## src/rtl/rovl_pkg.sv

```systemverilog
// Shared types for the ROM overlay controller.
// Assumes: one access per clock when valid; the package has no logic of its own.
package rovl_pkg;
    // Region an access falls into.
    typedef enum logic [1:0] {
        REG_NONE   = 2'd0,
        REG_SWITCH = 2'd1,
        REG_BANKED = 2'd2,
        REG_COMMON = 2'd3
    } region_e;

    // Mode kept between accesses.
    typedef struct packed {
        logic bank1;   // 1 = bank 1 backs the banked page, 0 = bank 2
        logic rd_ram;  // 1 = overlay reads come from RAM
        logic wr_en;   // 1 = overlay writes reach RAM
        logic arm;     // first odd read seen, waiting for the second
    } mode_t;
endpackage

```

## src/rtl/rovl_decode.sv

```systemverilog
// Address classifier: sorts each valid access into the switch row, the banked
// page, the common overlay area or nothing.
// Assumes: the switch row is 16 addresses that share the upper ADDR_W-4 bits.
module rovl_decode
    import rovl_pkg::*;
#(
    parameter int              ADDR_W     = 16,
    parameter logic [ADDR_W-5:0] SW_TAG   = 12'hC08,
    parameter logic [3:0]      BANKED_NIB = 4'hD
) (
    input  logic [ADDR_W-1:0] addr,
    input  logic              vld,
    output region_e           region
);
    logic [3:0] top_nib;
    assign top_nib = addr[ADDR_W-1 -: 4];

    // Classify the current address.
    always_comb begin
        region = REG_NONE;
        if (vld) begin
            if (addr[ADDR_W-1:4] == SW_TAG)   region = REG_SWITCH;
            else if (top_nib == BANKED_NIB)   region = REG_BANKED;
            else if (top_nib > BANKED_NIB)    region = REG_COMMON;
        end
    end
endmodule

```

## src/rtl/rovl_mode.sv

```systemverilog
// Mode register: updates bank, read source, write enable and the arm flag on
// each valid switch access. Holds otherwise.
// Assumes: synchronous active-low reset; region already gated by cpu_vld.
module rovl_mode
    import rovl_pkg::*;
(
    input  logic       clk,
    input  logic       rst_n,
    input  region_e    region,
    input  logic [3:0] sw_sel,
    input  logic       rd,
    output mode_t      mode
);
    mode_t nxt;

    // Next mode from the switch address and the access direction.
    always_comb begin
        nxt = mode;
        if (region == REG_SWITCH) begin
            nxt.bank1  = sw_sel[3];
            nxt.rd_ram = (sw_sel[1] == sw_sel[0]);
            if (!sw_sel[0]) begin
                nxt.arm   = 1'b0;
                nxt.wr_en = 1'b0;
            end else if (rd) begin
                nxt.wr_en = mode.wr_en | mode.arm;
                nxt.arm   = 1'b1;
            end else begin
                nxt.arm   = 1'b0;
            end
        end
    end

    // Register the mode; reset equals the even read-RAM bank-2 mode.
    always_ff @(posedge clk) begin
        if (!rst_n) mode <= '{bank1: 1'b0, rd_ram: 1'b1, wr_en: 1'b0, arm: 1'b0};
        else        mode <= nxt;
    end
endmodule

```

## src/rtl/rovl_route.sv

```systemverilog
// Memory router: turns the region, direction and mode into strobes and a RAM address.
// Assumes: the banked page is one page of 2**PAGE_W bytes; the common area is
// the two pages above it.
module rovl_route
    import rovl_pkg::*;
#(
    parameter  int PAGE_W = 12,
    localparam int RAM_AW = PAGE_W + 2
) (
    input  region_e           region,
    input  logic [PAGE_W:0]   addr_lo,
    input  logic              rd,
    input  mode_t             mode,
    output logic              rom_cs,
    output logic              ram_rd_en,
    output logic              ram_wr_en,
    output logic [RAM_AW-1:0] ram_addr
);
    logic in_ovl;
    assign in_ovl = (region == REG_BANKED) || (region == REG_COMMON);

    // Pick the one strobe this access needs.
    always_comb begin
        rom_cs    = in_ovl &&  rd && !mode.rd_ram;
        ram_rd_en = in_ovl &&  rd &&  mode.rd_ram;
        ram_wr_en = in_ovl && !rd &&  mode.wr_en;
    end

    // Map the CPU address onto the RAM: bank 1, bank 2, then the common area.
    always_comb begin
        if (region == REG_COMMON) ram_addr = {1'b1, addr_lo[PAGE_W:0]};
        else                      ram_addr = {1'b0, !mode.bank1, addr_lo[PAGE_W-1:0]};
    end
endmodule

```

## src/rtl/rom_overlay_ctrl.sv

```systemverilog
// Top of the ROM overlay controller: decodes the switch row, keeps the mode and
// routes overlay accesses to ROM or RAM.
// Assumes: a 16-bit address map with the overlay at the top 12 KB, one access per clock.
module rom_overlay_ctrl
    import rovl_pkg::*;
#(
    parameter  int ADDR_W = 16,
    parameter  int PAGE_W = 12,
    localparam int RAM_AW = PAGE_W + 2
) (
    input  logic              clk,
    input  logic              rst_n,
    input  logic [ADDR_W-1:0] cpu_addr,
    input  logic              cpu_rd,
    input  logic              cpu_vld,
    output logic              rom_cs,
    output logic              ram_rd_en,
    output logic              ram_wr_en,
    output logic [RAM_AW-1:0] ram_addr
);
    region_e region;
    mode_t   mode_q;

    rovl_decode #(.ADDR_W(ADDR_W)) u_dec (
        .addr   (cpu_addr),
        .vld    (cpu_vld),
        .region (region)
    );

    rovl_mode u_mode (
        .clk    (clk),
        .rst_n  (rst_n),
        .region (region),
        .sw_sel (cpu_addr[3:0]),
        .rd     (cpu_rd),
        .mode   (mode_q)
    );

    rovl_route #(.PAGE_W(PAGE_W)) u_route (
        .region    (region),
        .addr_lo   (cpu_addr[PAGE_W:0]),
        .rd        (cpu_rd),
        .mode      (mode_q),
        .rom_cs    (rom_cs),
        .ram_rd_en (ram_rd_en),
        .ram_wr_en (ram_wr_en),
        .ram_addr  (ram_addr)
    );
endmodule

```

## config.mk

```make
export PLATFORM = sky130hd
export DESIGN_NAME = rom_overlay_ctrl
export DESIGN_NICKNAME = d
export VERILOG_FILES = /design/src/rtl/rovl_pkg.sv /design/src/rtl/rovl_decode.sv /design/src/rtl/rovl_mode.sv /design/src/rtl/rovl_route.sv /design/src/rtl/rom_overlay_ctrl.sv
export SDC_FILE = /design/constraint.sdc
export NUM_CORES = 1
export LEC_CHECK = 0
export BUFFER_PORTS_ARGS = -buffer_cell sky130_fd_sc_hd__buf_2
export CORE_AREA = 2 2 39 41
export DETAILED_ROUTE_END_ITERATION = 16
export DIE_AREA = 0 0 41 43
export PLACE_DENSITY = 0.7
export SLEW_MARGIN = 0
export SYNTH_ARGS = -nofsm -noshare
export SYNTH_HDL_FRONTEND = slang
export SYNTH_SLANG_ARGS = --single-unit
```

## constraint.sdc

```tcl
create_clock -name clk -period 2.2 [get_ports clk]
set_input_delay 0.11 -clock clk [delete_from_list [all_inputs] [get_ports clk]]
set_output_delay 0.11 -clock clk [all_outputs]
set_load 0.01 [all_outputs]
```

==> run_summary.xml, run 1 <==
<?xml version="1.0" encoding="UTF-8"?>
<metrics>
  <group name="sta">
    <metric name="worst_slew_margin_rel" unit="%">73.90</metric>
    <metric name="period_needed" unit="ns">1.395</metric>
    <metric name="finalSetupTns" unit="ns">0</metric>
    <metric name="finalHoldViolCount" unit="">0</metric>
    <metric name="drv_slew" unit="">0</metric>
    <metric name="period_share" unit="%">63.43</metric>
    <metric name="worstMarginPinSlew" unit="ns">0.3882</metric>
    <metric name="setup_viol" unit="">0</metric>
    <metric name="hold_slack" unit="ns">0.1279</metric>
    <metric name="rsz0062_at_grt" unit="">false</metric>
    <metric name="skew" unit="ns">0.004096</metric>
    <metric name="fmaxAchievable" unit="MHz">716.6</metric>
  </group>
  <group name="power">
    <metric name="clock_power_share" unit="%">42.8</metric>
    <metric name="combinational_group_share_of_total_power" unit="%">23.4</metric>
    <metric name="power.share.switching" unit="%">26.75</metric>
    <metric name="cellLeakagePower" unit="nW">0.2351</metric>
    <metric name="part_of_the_total_power_dissipated_in_sequential_elements" unit="%">33.8</metric>
    <metric name="vdd_ir_drop_max" unit="uV">210.2</metric>
    <metric name="power.switching" unit="mW">0.05769</metric>
    <metric name="p_int" unit="mW">0.1579</metric>
    <metric name="power-per-cell-area" unit="nW/um^2">440.8</metric>
  </group>
  <group name="synth">
    <metric name="combinational_family_with_the_most_area_after_synthesis" unit="">simple AND/OR/NAND/NOR gates</metric>
    <metric name="synth.most_common_cell" unit="">buf_4</metric>
    <metric name="number_of_nets_in_the_synthesized_netlist" unit="">62</metric>
    <metric name="synth_cells" unit="">42</metric>
    <metric name="yosys-top-cells-area" unit="">buf_4 (25%), dfxtp_1 (22%), or4_4 (6.1%)</metric>
    <metric name="synth.yosys.warnings" unit="">0</metric>
    <metric name="synth.cells.most_frequent" unit="">buf_4 (12), dfxtp_1 (4), nand2_1 (3)</metric>
    <metric name="post_syn_area" unit="sq um">366.6</metric>
    <metric name="synth_async_reset_ratio" unit="%">0</metric>
    <metric name="yosys.area_share.adder" unit="%">0</metric>
    <metric name="synth.largest_area_cell" unit="">buf_4</metric>
    <metric name="synth_top_area_share" unit="%">24.57</metric>
    <metric name="synth-edff-count" unit="">0</metric>
    <metric name="synth_compound_gate_area_share" unit="%">8.874</metric>
    <metric name="synth.lib_cells_used.distinct" unit="">21</metric>
    <metric name="synth_area_in_simple_gates" unit="%">35.84</metric>
    <metric name="yosys_register_bits" unit="">4</metric>
    <metric name="ys.flop_type" unit="">dfxtp_1</metric>
    <metric name="post_synth_xor_xnor_area" unit="%">2.389</metric>
    <metric name="synth_mux_area_share" unit="%">5.461</metric>
    <metric name="seq_area_frac_synth" unit="%">21.84</metric>
    <metric name="post_synth.cell_area_avg" unit="sq um">8.729</metric>
  </group>
  <group name="die">
    <metric name="die_height" unit="um">43</metric>
    <metric name="initial_utilization" unit="%">26.49</metric>
    <metric name="core-area" unit="sq um">1384</metric>
    <metric name="die_w" unit="um">41</metric>
    <metric name="dieArea" unit="sq um">1763</metric>
    <metric name="rows" unit="">14</metric>
    <metric name="pin_count" unit="">37</metric>
  </group>
  <group name="clocking">
    <metric name="cts_inserted_buffers" unit="">3</metric>
    <metric name="tritoncts" unit="">done</metric>
    <metric name="cts_buffer_depth" unit="">2</metric>
    <metric name="clockRootBuffer" unit="">clkbuf_4</metric>
    <metric name="cts.sinks" unit="">4</metric>
    <metric name="cts_hold_buf" unit="">0</metric>
    <metric name="cts_htree_levels" unit="">1</metric>
    <metric name="postCtsSetupRepairBufs" unit="">0</metric>
    <metric name="worstSkewPairLatency" unit="ns">0.24</metric>
    <metric name="ctsResizeCount" unit="">0</metric>
    <metric name="clkTransAtPathRegs" unit="ns">0.04</metric>
  </group>
  <group name="status">
    <metric name="run_status" unit="">finished clean</metric>
  </group>
  <group name="grt">
    <metric name="grt_start_max_net_pins" unit="">8</metric>
    <metric name="grt_overflow_total" unit="">0</metric>
    <metric name="antenna_found_initial" unit="">0</metric>
    <metric name="track_usage" unit="%">11.37</metric>
    <metric name="grt_pass1_vias" unit="">353</metric>
    <metric name="grt_first_pass_wirelength" unit="um">1311</metric>
  </group>
  <group name="final_layout">
    <metric name="area_growth_syn_to_layout" unit="%">33.45</metric>
    <metric name="top_register" unit="">u_mode.mode</metric>
    <metric name="antenna-diode-count" unit="">0</metric>
    <metric name="biggestRegsByFlops" unit="">u_mode.mode x4</metric>
    <metric name="final_net_count" unit="">89</metric>
    <metric name="largest_register_ffs" unit="">4</metric>
    <metric name="post_route_cells_drive_above_1_share" unit="%">61.19</metric>
  </group>
  <group name="drt">
    <metric name="via_per_inst" unit="">4.771</metric>
    <metric name="first_pass_detailed_route_iteration_total" unit="">4</metric>
    <metric name="avg_wl_per_cell" unit="um">10.66</metric>
    <metric name="vias" unit="">396</metric>
    <metric name="route.detailed.drc" unit="">0</metric>
    <metric name="detail-route-antenna-nets" unit="">0</metric>
    <metric name="drt-initial-drc-count" unit="">3</metric>
    <metric name="postRouteWirelength" unit="um">885</metric>
  </group>
  <group name="critical_path">
    <metric name="cp_data_arrival_time" unit="ns">1.52</metric>
    <metric name="timing.critical_path.required" unit="ns">2.33</metric>
    <metric name="endpoint_kind" unit="">flop</metric>
    <metric name="critical_path.startpoint_type" unit="">primary input</metric>
    <metric name="critPathKind" unit="">in2reg</metric>
    <metric name="worst-path-max-fanout" unit="">4</metric>
  </group>
  <group name="worst_hold_path">
    <metric name="hold_path.class" unit="">in2reg</metric>
  </group>
  <group name="run">
    <metric name="max_cap_violations" unit="">0</metric>
  </group>
  <group name="place">
    <metric name="port-buffer-count" unit="">34</metric>
    <metric name="post-dp-hpwl" unit="um">756.4</metric>
    <metric name="place.gp.congestion" unit="">0.7242</metric>
  </group>
</metrics>
==> logic make-up (layout without fill, tap and decap cells) <==
family / Yosys count / count (layout)
and+or+nand+nor: 18 / 18
buffers and inverters: 13 / 38
AOI/OAI and AO/OA: 4 / 4
DFF: 4 / 4
muxes: 2 / 2
xor gates and xnor gates: 1 / 1
==> per-layer routing <==
metal	global-route usage [%]	share of wire, %	vias up
li1	-	-	198
met1	10.68	38	173
met5	0	0	-
met3	8.377	14	0
met4	6.000	0	0
met2	17.19	48	25
==> stage by stage <==
step | total power [mW] | util (%) | cell area [sq um] | std cells | worst slack (ns)
global route | 0.2342 | 35.35 | 489.2 | 83 | 0.7769
detailed placement | 0.1249 | 33.73 | 466.7 | 80 | 0.5637
finish | 0.2156 | 35.35 | 489.2 | 83 | 0.8045
global placement | 0.1239 | 33.73 | 466.7 | 80 | 0.5838
CTS | 0.2219 | 35.35 | 489.2 | 83 | 0.8131
floorplan | 0.1068 | - | 366.6 | 42 | 0.7074
==> worst paths after layout <==
check                                                  from                     endpoint  slack [ns]  cells past startpoint
worst max-delay path                           cpu_addr[11]  u_mode.mode[1]$_SDFFE_PN0P_        0.80                      4
worst min-delay path                            cpu_addr[3]  u_mode.mode[3]$_SDFFE_PN0N_        0.13                      3
worst max register to register  u_mode.mode[0]$_SDFFE_PN0N_  u_mode.mode[1]$_SDFFE_PN0P_        1.06                      3
worst min register to register  u_mode.mode[0]$_SDFFE_PN0N_  u_mode.mode[0]$_SDFFE_PN0N_        0.45                      2
==> critical path: stages <==
cell and delay (ns):
buf_2 0.10, or4_4 0.56, or4_4 0.50, o221a_1 0.25
==> placed cells by master (no fill, tap or decap), drive strengths merged <==
cell	n
clkbuf	3
nor2	2
buf	34
a21oi	1
inv	1
dfxtp	4
nand3	2
mux2i	2
or4bb	1
o221a	1
or2	1
xor2	1
nor4bb	1
nand2	3
o211ai	1
or4b	1
nor4b	2
or4	2
nand4	1
nor4	2
o41ai	1
==> area by class of cell <==
cell class | instances | area (sq um)
repair buffers | 34 | 170.2
inverters | 1 | 3.754
flip-flops and latches | 4 | 80.08
multi-input cells | 25 | 192.7
well taps | 16 | 20.02
clock buffers | 3 | 22.52
fillers | 163 | 894.6
==> power by group through the flow <==
stage	sequential, mW	clock (mW)	combinational (mW)
floorplan	0.0740	0	0.0328
global placement	0.0740	0	0.0498
detailed placement	0.0740	0	0.0509
CTS	0.0729	0.0981	0.0510
global route	0.0728	0.105	0.0560
finish	0.0729	0.0924	0.0504
Power figures use the tool's default switching activity.
==> run 2: changes to the inputs <==
- ABC_AREA: default -> 1
- PLACE_DENSITY: 0.7 -> 0.71
- clock period: 2.2 -> 1.3 ns (I/O delays scaled with it)
==> run 2 against run 1 <==
Compared with the run above:
- final cell count increased by 18%
- critical path depth decreased by 1
- wire length decreased by 9.8%
- largest power group unchanged
==> run_summary.xml, run 2 <==
<?xml version="1.0" encoding="UTF-8"?>
<metrics>
  <group name="status">
    <metric name="run_status" unit="">finished clean</metric>
  </group>
  <group name="clocking">
    <metric name="cts_inserted_buffers" unit="">3</metric>
    <metric name="ctsResizeCount" unit="">0</metric>
    <metric name="cts_hold_buf" unit="">0</metric>
    <metric name="clockRootBuffer" unit="">clkbuf_4</metric>
    <metric name="worstSkewPairLatency" unit="ns">0.23</metric>
    <metric name="postCtsSetupRepairBufs" unit="">0</metric>
    <metric name="tritoncts" unit="">done</metric>
    <metric name="cts_htree_levels" unit="">1</metric>
    <metric name="cts_buffer_depth" unit="">2</metric>
    <metric name="cts.sinks" unit="">4</metric>
    <metric name="clkTransAtPathRegs" unit="ns">0.04</metric>
  </group>
  <group name="place">
    <metric name="place.gp.congestion" unit="">0.6399</metric>
    <metric name="port-buffer-count" unit="">34</metric>
    <metric name="postPlaceCellArea" unit="sq um">478.0</metric>
    <metric name="place_ws" unit="ns">0.4193</metric>
    <metric name="post-dp-hpwl" unit="um">698.2</metric>
  </group>
  <group name="critical_path">
    <metric name="critPathBufInv" unit="">2</metric>
    <metric name="path_delay_family" unit="">flip-flops</metric>
    <metric name="cpPeakStageDelay" unit="ns">0.35</metric>
    <metric name="critPathKind" unit="">reg2out</metric>
    <metric name="crit_slowest_cell" unit="">dfxtp_1</metric>
    <metric name="endpoint_kind" unit="">primary output</metric>
    <metric name="critical_path.startpoint_type" unit="">flop</metric>
    <metric name="timing.critical_path.cells" unit="">inv_1, nor2_1, buf_2</metric>
    <metric name="cp_data_arrival_time" unit="ns">0.85</metric>
    <metric name="timing.critical_path.required" unit="ns">1.24</metric>
    <metric name="worst-path-max-fanout" unit="">3</metric>
  </group>
  <group name="sta">
    <metric name="finalSetupTns" unit="ns">0</metric>
    <metric name="finalHoldViolCount" unit="">0</metric>
    <metric name="worstMarginPinSlew" unit="ns">0.1843</metric>
    <metric name="finalWorstSetupSlack" unit="ns">0.3859</metric>
    <metric name="skew" unit="ns">0.00003142</metric>
    <metric name="drv_slew" unit="">0</metric>
    <metric name="rsz0062_at_grt" unit="">false</metric>
    <metric name="period_share" unit="%">70.31</metric>
    <metric name="worst_slew_margin_rel" unit="%">87.71</metric>
    <metric name="setup_viol" unit="">0</metric>
    <metric name="period_needed" unit="ns">0.9141</metric>
    <metric name="fmaxAchievable" unit="MHz">1094</metric>
  </group>
  <group name="drt">
    <metric name="via_per_inst" unit="">4.153</metric>
    <metric name="avg_wl_per_cell" unit="um">8.143</metric>
    <metric name="route.detailed.drc" unit="">0</metric>
    <metric name="detail-route-antenna-nets" unit="">0</metric>
    <metric name="drt-initial-drc-count" unit="">6</metric>
    <metric name="vias" unit="">407</metric>
    <metric name="first_pass_detailed_route_iteration_total" unit="">2</metric>
    <metric name="postRouteWirelength" unit="um">798</metric>
  </group>
  <group name="synth">
    <metric name="synth.yosys.warnings" unit="">0</metric>
    <metric name="synth.cells.most_frequent" unit="">buf_4 (12), nand2_1 (11), nor2_1 (9)</metric>
    <metric name="synth.lib_cells_used.distinct" unit="">15</metric>
    <metric name="synth.most_common_cell" unit="">buf_4</metric>
    <metric name="seq_area_frac_synth" unit="%">21.19</metric>
    <metric name="post_syn_area" unit="sq um">377.9</metric>
    <metric name="yosys_register_bits" unit="">4</metric>
    <metric name="synth.largest_area_cell" unit="">buf_4</metric>
    <metric name="yosys-top-cells-area" unit="">buf_4 (24%), dfxtp_1 (21%), nand2_1 (11%)</metric>
    <metric name="ys.flop_type" unit="">dfxtp_1</metric>
    <metric name="post_synth.cell_area_avg" unit="sq um">6.629</metric>
    <metric name="synth_top_area_share" unit="%">23.84</metric>
    <metric name="synth_cells" unit="">57</metric>
    <metric name="number_of_nets_in_the_synthesized_netlist" unit="">77</metric>
    <metric name="synth_async_reset_ratio" unit="%">0</metric>
    <metric name="synth-edff-count" unit="">0</metric>
  </group>
  <group name="grt">
    <metric name="grt_start_max_net_pins" unit="">6</metric>
    <metric name="grt_pass1_vias" unit="">347</metric>
    <metric name="grt_overflow_total" unit="">0</metric>
    <metric name="antenna_found_initial" unit="">0</metric>
    <metric name="grt_first_pass_wirelength" unit="um">1207</metric>
    <metric name="track_usage" unit="%">10.43</metric>
  </group>
  <group name="final_layout">
    <metric name="commonest_non_fill_non_tap_cell_in_the_layout" unit="">buf_2</metric>
    <metric name="antenna-diode-count" unit="">0</metric>
    <metric name="most-common-layout-cells" unit="">buf_2 (34), nand2_1 (11), nor2_1 (9), inv_1 (7), dfxtp_1 (4)</metric>
    <metric name="finish.utilization" unit="%">36.17</metric>
    <metric name="largest_register_ffs" unit="">4</metric>
    <metric name="post-route-cell-area" unit="sq um">500.5</metric>
    <metric name="area_growth_syn_to_layout" unit="%">32.45</metric>
    <metric name="post_route_cells_drive_above_1_share" unit="%">51.22</metric>
    <metric name="final_net_count" unit="">104</metric>
    <metric name="top_register" unit="">u_mode.mode</metric>
    <metric name="biggestRegsByFlops" unit="">u_mode.mode x4</metric>
  </group>
  <group name="die">
    <metric name="initial_utilization" unit="%">27.31</metric>
    <metric name="die_height" unit="um">43</metric>
    <metric name="die_w" unit="um">41</metric>
    <metric name="pin_count" unit="">37</metric>
    <metric name="dieArea" unit="sq um">1763</metric>
    <metric name="core-area" unit="sq um">1384</metric>
    <metric name="rows" unit="">14</metric>
  </group>
  <group name="power">
    <metric name="cellLeakagePower" unit="nW">0.2967</metric>
    <metric name="power.total" unit="mW">0.3614</metric>
    <metric name="power-per-cell-area" unit="nW/um^2">722.2</metric>
    <metric name="vdd_ir_drop_max" unit="uV">321.2</metric>
  </group>
  <group name="run">
    <metric name="max_cap_violations" unit="">0</metric>
  </group>
  <group name="worst_hold_path">
    <metric name="hold_path.class" unit="">in2reg</metric>
  </group>
</metrics>
[run 2: per-layer routing]
layer / share of wire, % / GRT usage, % / vias to the layer above
li1: - / - / 215
met1: 37 / 10.26 / 163
met2: 45 / 16.88 / 29
met3: 18 / 3.141 / 0
met4: 0 / 8.000 / 0
met5: 0 / 0 / -
[run 2: power breakdown]
| group | internal (mW) | switching [mW] |
|---|---|---|
| Sequential | 0.123 | 0.00000839 |
| Combinational | 0.0399 | 0.0444 |
| Clock | 0.103 | 0.0505 |
| Total | 0.267 | 0.0949 |
[run 2: final cells by class]
| cell class | count | area (sq um) |
|---|---|---|
| fill | 154 | 883.3 |
| multi-input combinational | 34 | 181.4 |
| timing repair buffer | 34 | 170.2 |
| sequential | 4 | 80.08 |
| inverter | 7 | 26.28 |
| clock buffer | 3 | 22.52 |
| tap | 16 | 20.02 |
[run 2: path summary, 6_finish.rpt]
check                                     end                        start  cells past startpoint  slack [ns]
setup reg to reg  u_mode.mode[1]$_SDFFE_PN0P_  u_mode.mode[0]$_SDFFE_PN0N_                      2        0.69
hold / removal    u_mode.mode[2]$_SDFFE_PN1N_                        rst_n                      2        0.07
hold reg to reg   u_mode.mode[1]$_SDFFE_PN0P_  u_mode.mode[1]$_SDFFE_PN0P_                      2        0.44
setup / recovery                    ram_rd_en  u_mode.mode[2]$_SDFFE_PN1N_                      3        0.39
[run 2: cell families after synthesis]
group	share of synthesized area (%)
buf+inv	30.80
flops	21.19
compound gates	7.283
simple gates	38.41
xor+xnor	2.318
[run 2: metrics by stage]
stage          std cells  hold WS (ns)
2_1_floorplan         57        0.1636
3_3_place_gp          95        0.1301
3_5_place_dp          95        0.1301
4_1_cts               98       0.06615
5_1_grt               98       0.06995
6_report              98       0.07237
==> run 3: changes to the inputs <==
- ABC_AREA: 1 -> 0
- PLACE_DENSITY: 0.71 -> 0.7
- clock period: 1.3 -> 0.95 ns (I/O delays scaled with it)
==> run 3 against run 2 <==
Compared with the run above:
- the flow now finishes with violations (negative setup slack)
- clock skew up 0.0062 ns
- flip-flop and latch count is the same
- combinational power rose by 80%
- register-to-register slack lost 0.92 ns
- sequential share of layout area is 2.8 points lower
- global-route usage rose by 1.9 points
- final area rose by 23%
- first-iteration DRC count shrank 50%
==> run_summary.xml, run 3 (synthesis results as in run 1) <==
<?xml version="1.0" encoding="UTF-8"?>
<metrics>
  <group name="status">
    <metric name="run_status" unit="">finished, violations left</metric>
    <metric name="failed_checks" unit="">negative setup slack</metric>
  </group>
  <group name="drt">
    <metric name="avg_wl_per_cell" unit="um">10.78</metric>
    <metric name="detail-route-antenna-nets" unit="">0</metric>
    <metric name="first_pass_detailed_route_iteration_total" unit="">4</metric>
    <metric name="route.detailed.drc" unit="">0</metric>
    <metric name="via_per_inst" unit="">4.630</metric>
    <metric name="postRouteWirelength" unit="um">992</metric>
    <metric name="vias" unit="">426</metric>
    <metric name="drt-initial-drc-count" unit="">3</metric>
  </group>
  <group name="final_layout">
    <metric name="antenna-diode-count" unit="">0</metric>
    <metric name="finish.utilization" unit="%">44.48</metric>
    <metric name="biggestRegsByFlops" unit="">u_mode.mode x4</metric>
    <metric name="most-common-layout-cells" unit="">buf_2 (32), buf_4 (8)</metric>
    <metric name="commonest_non_fill_non_tap_cell_in_the_layout" unit="">buf_2</metric>
    <metric name="area_growth_syn_to_layout" unit="%">67.92</metric>
    <metric name="post-route-cell-area" unit="sq um">615.6</metric>
    <metric name="top_register" unit="">u_mode.mode</metric>
    <metric name="final_net_count" unit="">98</metric>
    <metric name="fillers" unit="">133</metric>
    <metric name="multiInputGateArea" unit="sq um">234.0</metric>
    <metric name="post_route_cells_drive_above_1_share" unit="%">72.37</metric>
    <metric name="ff_latch_area" unit="sq um">81.33</metric>
    <metric name="largest_register_ffs" unit="">4</metric>
    <metric name="finish.cell_count_without_fillers" unit="">92</metric>
  </group>
  <group name="critical_path">
    <metric name="cpPeakStageDelay" unit="ns">0.53</metric>
    <metric name="timing.critical_path.required" unit="ns">1.07</metric>
    <metric name="crit_slowest_cell" unit="">or4_4</metric>
    <metric name="cp_data_arrival_time" unit="ns">1.43</metric>
    <metric name="timing.critical_path.cells" unit="">buf_6, or4_4, or4_4, o221a_1</metric>
    <metric name="endpoint_kind" unit="">flop</metric>
    <metric name="count_of_cells_along_the_worst_register_to_register_path" unit="">3</metric>
    <metric name="worst-path-max-fanout" unit="">2</metric>
    <metric name="critical_path.startpoint_type" unit="">primary input</metric>
    <metric name="cp_common_cell" unit="">or4_4</metric>
    <metric name="critPathKind" unit="">in2reg</metric>
  </group>
  <group name="sta">
    <metric name="period_share" unit="%">137.3</metric>
    <metric name="finalHoldViolCount" unit="">0</metric>
    <metric name="rsz0062_at_grt" unit="">true</metric>
    <metric name="setup_viol" unit="">7</metric>
    <metric name="worstMarginPinSlew" unit="ns">0.3812</metric>
    <metric name="finalSetupTns" unit="ns">-1.151</metric>
    <metric name="finalWorstSetupSlack" unit="ns">-0.3543</metric>
    <metric name="worst_slew_margin_rel" unit="%">74.49</metric>
    <metric name="fmaxAchievable" unit="MHz">766.7</metric>
    <metric name="period_needed" unit="ns">1.304</metric>
    <metric name="drv_slew" unit="">0</metric>
    <metric name="skew" unit="ns">0.006265</metric>
  </group>
  <group name="grt">
    <metric name="antenna_found_initial" unit="">0</metric>
    <metric name="grt_pass1_vias" unit="">385</metric>
    <metric name="grt_start_max_net_pins" unit="">7</metric>
    <metric name="grt_overflow_total" unit="">0</metric>
    <metric name="grt_first_pass_wirelength" unit="um">1455</metric>
    <metric name="track_usage" unit="%">12.35</metric>
  </group>
  <group name="die">
    <metric name="core-area" unit="sq um">1384</metric>
    <metric name="dieArea" unit="sq um">1763</metric>
    <metric name="rows" unit="">14</metric>
    <metric name="die_height" unit="um">43</metric>
    <metric name="die_w" unit="um">41</metric>
    <metric name="initial_utilization" unit="%">26.49</metric>
    <metric name="pin_count" unit="">37</metric>
  </group>
  <group name="place">
    <metric name="postPlaceCellArea" unit="sq um">526.8</metric>
    <metric name="place.detailed.instances" unit="">88</metric>
    <metric name="place.gp.congestion" unit="">0.7493</metric>
    <metric name="port-buffer-count" unit="">34</metric>
    <metric name="post-dp-hpwl" unit="um">806</metric>
  </group>
  <group name="clocking">
    <metric name="tritoncts" unit="">done</metric>
    <metric name="cts_htree_levels" unit="">1</metric>
    <metric name="clockRootBuffer" unit="">clkbuf_4</metric>
    <metric name="cts_buffer_depth" unit="">2</metric>
    <metric name="cts_inserted_buffers" unit="">3</metric>
    <metric name="clkTransAtPathRegs" unit="ns">0.04</metric>
    <metric name="cts.sinks" unit="">4</metric>
    <metric name="worstSkewPairLatency" unit="ns">0.23</metric>
  </group>
  <group name="power">
    <metric name="vdd_ir_drop_max" unit="uV">504.2</metric>
    <metric name="power.total" unit="mW">0.5270</metric>
    <metric name="cellLeakagePower" unit="nW">0.3097</metric>
    <metric name="power-per-cell-area" unit="nW/um^2">856.0</metric>
  </group>
  <group name="worst_hold_path">
    <metric name="hold_path.class" unit="">in2reg</metric>
    <metric name="holdPathStages" unit="">2</metric>
  </group>
  <group name="run">
    <metric name="max_cap_violations" unit="">0</metric>
  </group>
</metrics>
## run 3: cell count changes in the layout (fill, tap and decap cells not counted), moves of 3 or more
cell	change
buf_4	+8
buf_6	+3
inv_1	-6
nand2_1	-8
nor2_1	-7
## run 3: final timing paths
path,endpoint,slack [ns],start
max,u_mode.mode[1]$_SDFFE_PN0P_,-0.35,cpu_addr[11]
min,u_mode.mode[2]$_SDFFE_PN1N_,0.07,rst_n
max reg2reg,u_mode.mode[1]$_SDFFE_PN0P_,-0.23,u_mode.mode[0]$_SDFFE_PN0N_
min reg2reg,u_mode.mode[3]$_SDFFE_PN0N_,0.46,u_mode.mode[3]$_SDFFE_PN0N_
## run 3: layout make-up
type	count	area share [%]
Tap cell	16	3.252
Sequential cell	4	13.21
Timing Repair Buffer	43	41.26
Inverter	1	0.6098
Multi-Input combinational cell	25	38.01
Clock buffer	3	3.659
## run 3: where the power goes
part,internal [mW],switching [mW]
logic,0.0803,0.0715
clock network,0.141,0.0653
registers,0.169,0.0000104
total,0.390,0.137
## run 3: per-stage QoR
step | setup slack, ns | hold slack, ns
CTS | -0.3458 | 0.06118
global placement | -0.5811 | 0.09517
floorplan | -0.4798 | 0.1364
detailed placement | -0.5897 | 0.09517
finish | -0.3543 | 0.06772
global route | -0.3677 | 0.08079
## run 3: critical path, delay by kind of cell
| family | cells | cell delay [ns] |
|---|---|---|
| AND/OR/NAND/NOR | 2 | 1.03 |
| AO/OA/AOI/OAI | 1 | 0.25 |
| buffers and inverters | 1 | 0.09 |
## run 3: timing repair
action | 4_1_cts | 5_1_grt
setup buffers | 0 | 1
endpoints found under the setup margin | 7 | 7
pin swaps | 0 | 2
gates resized for setup | 3 | 7
hold buffers | 0 | 0
## run 3: routing by layer
layer  up-vias  wire length (um)  track usage [%]
met5         -                 0                0
met4         0                 0            8.000
met3         0                91            3.141
met2        20               520            20.00
met1       190               379            13.18
li1        216                 -                -
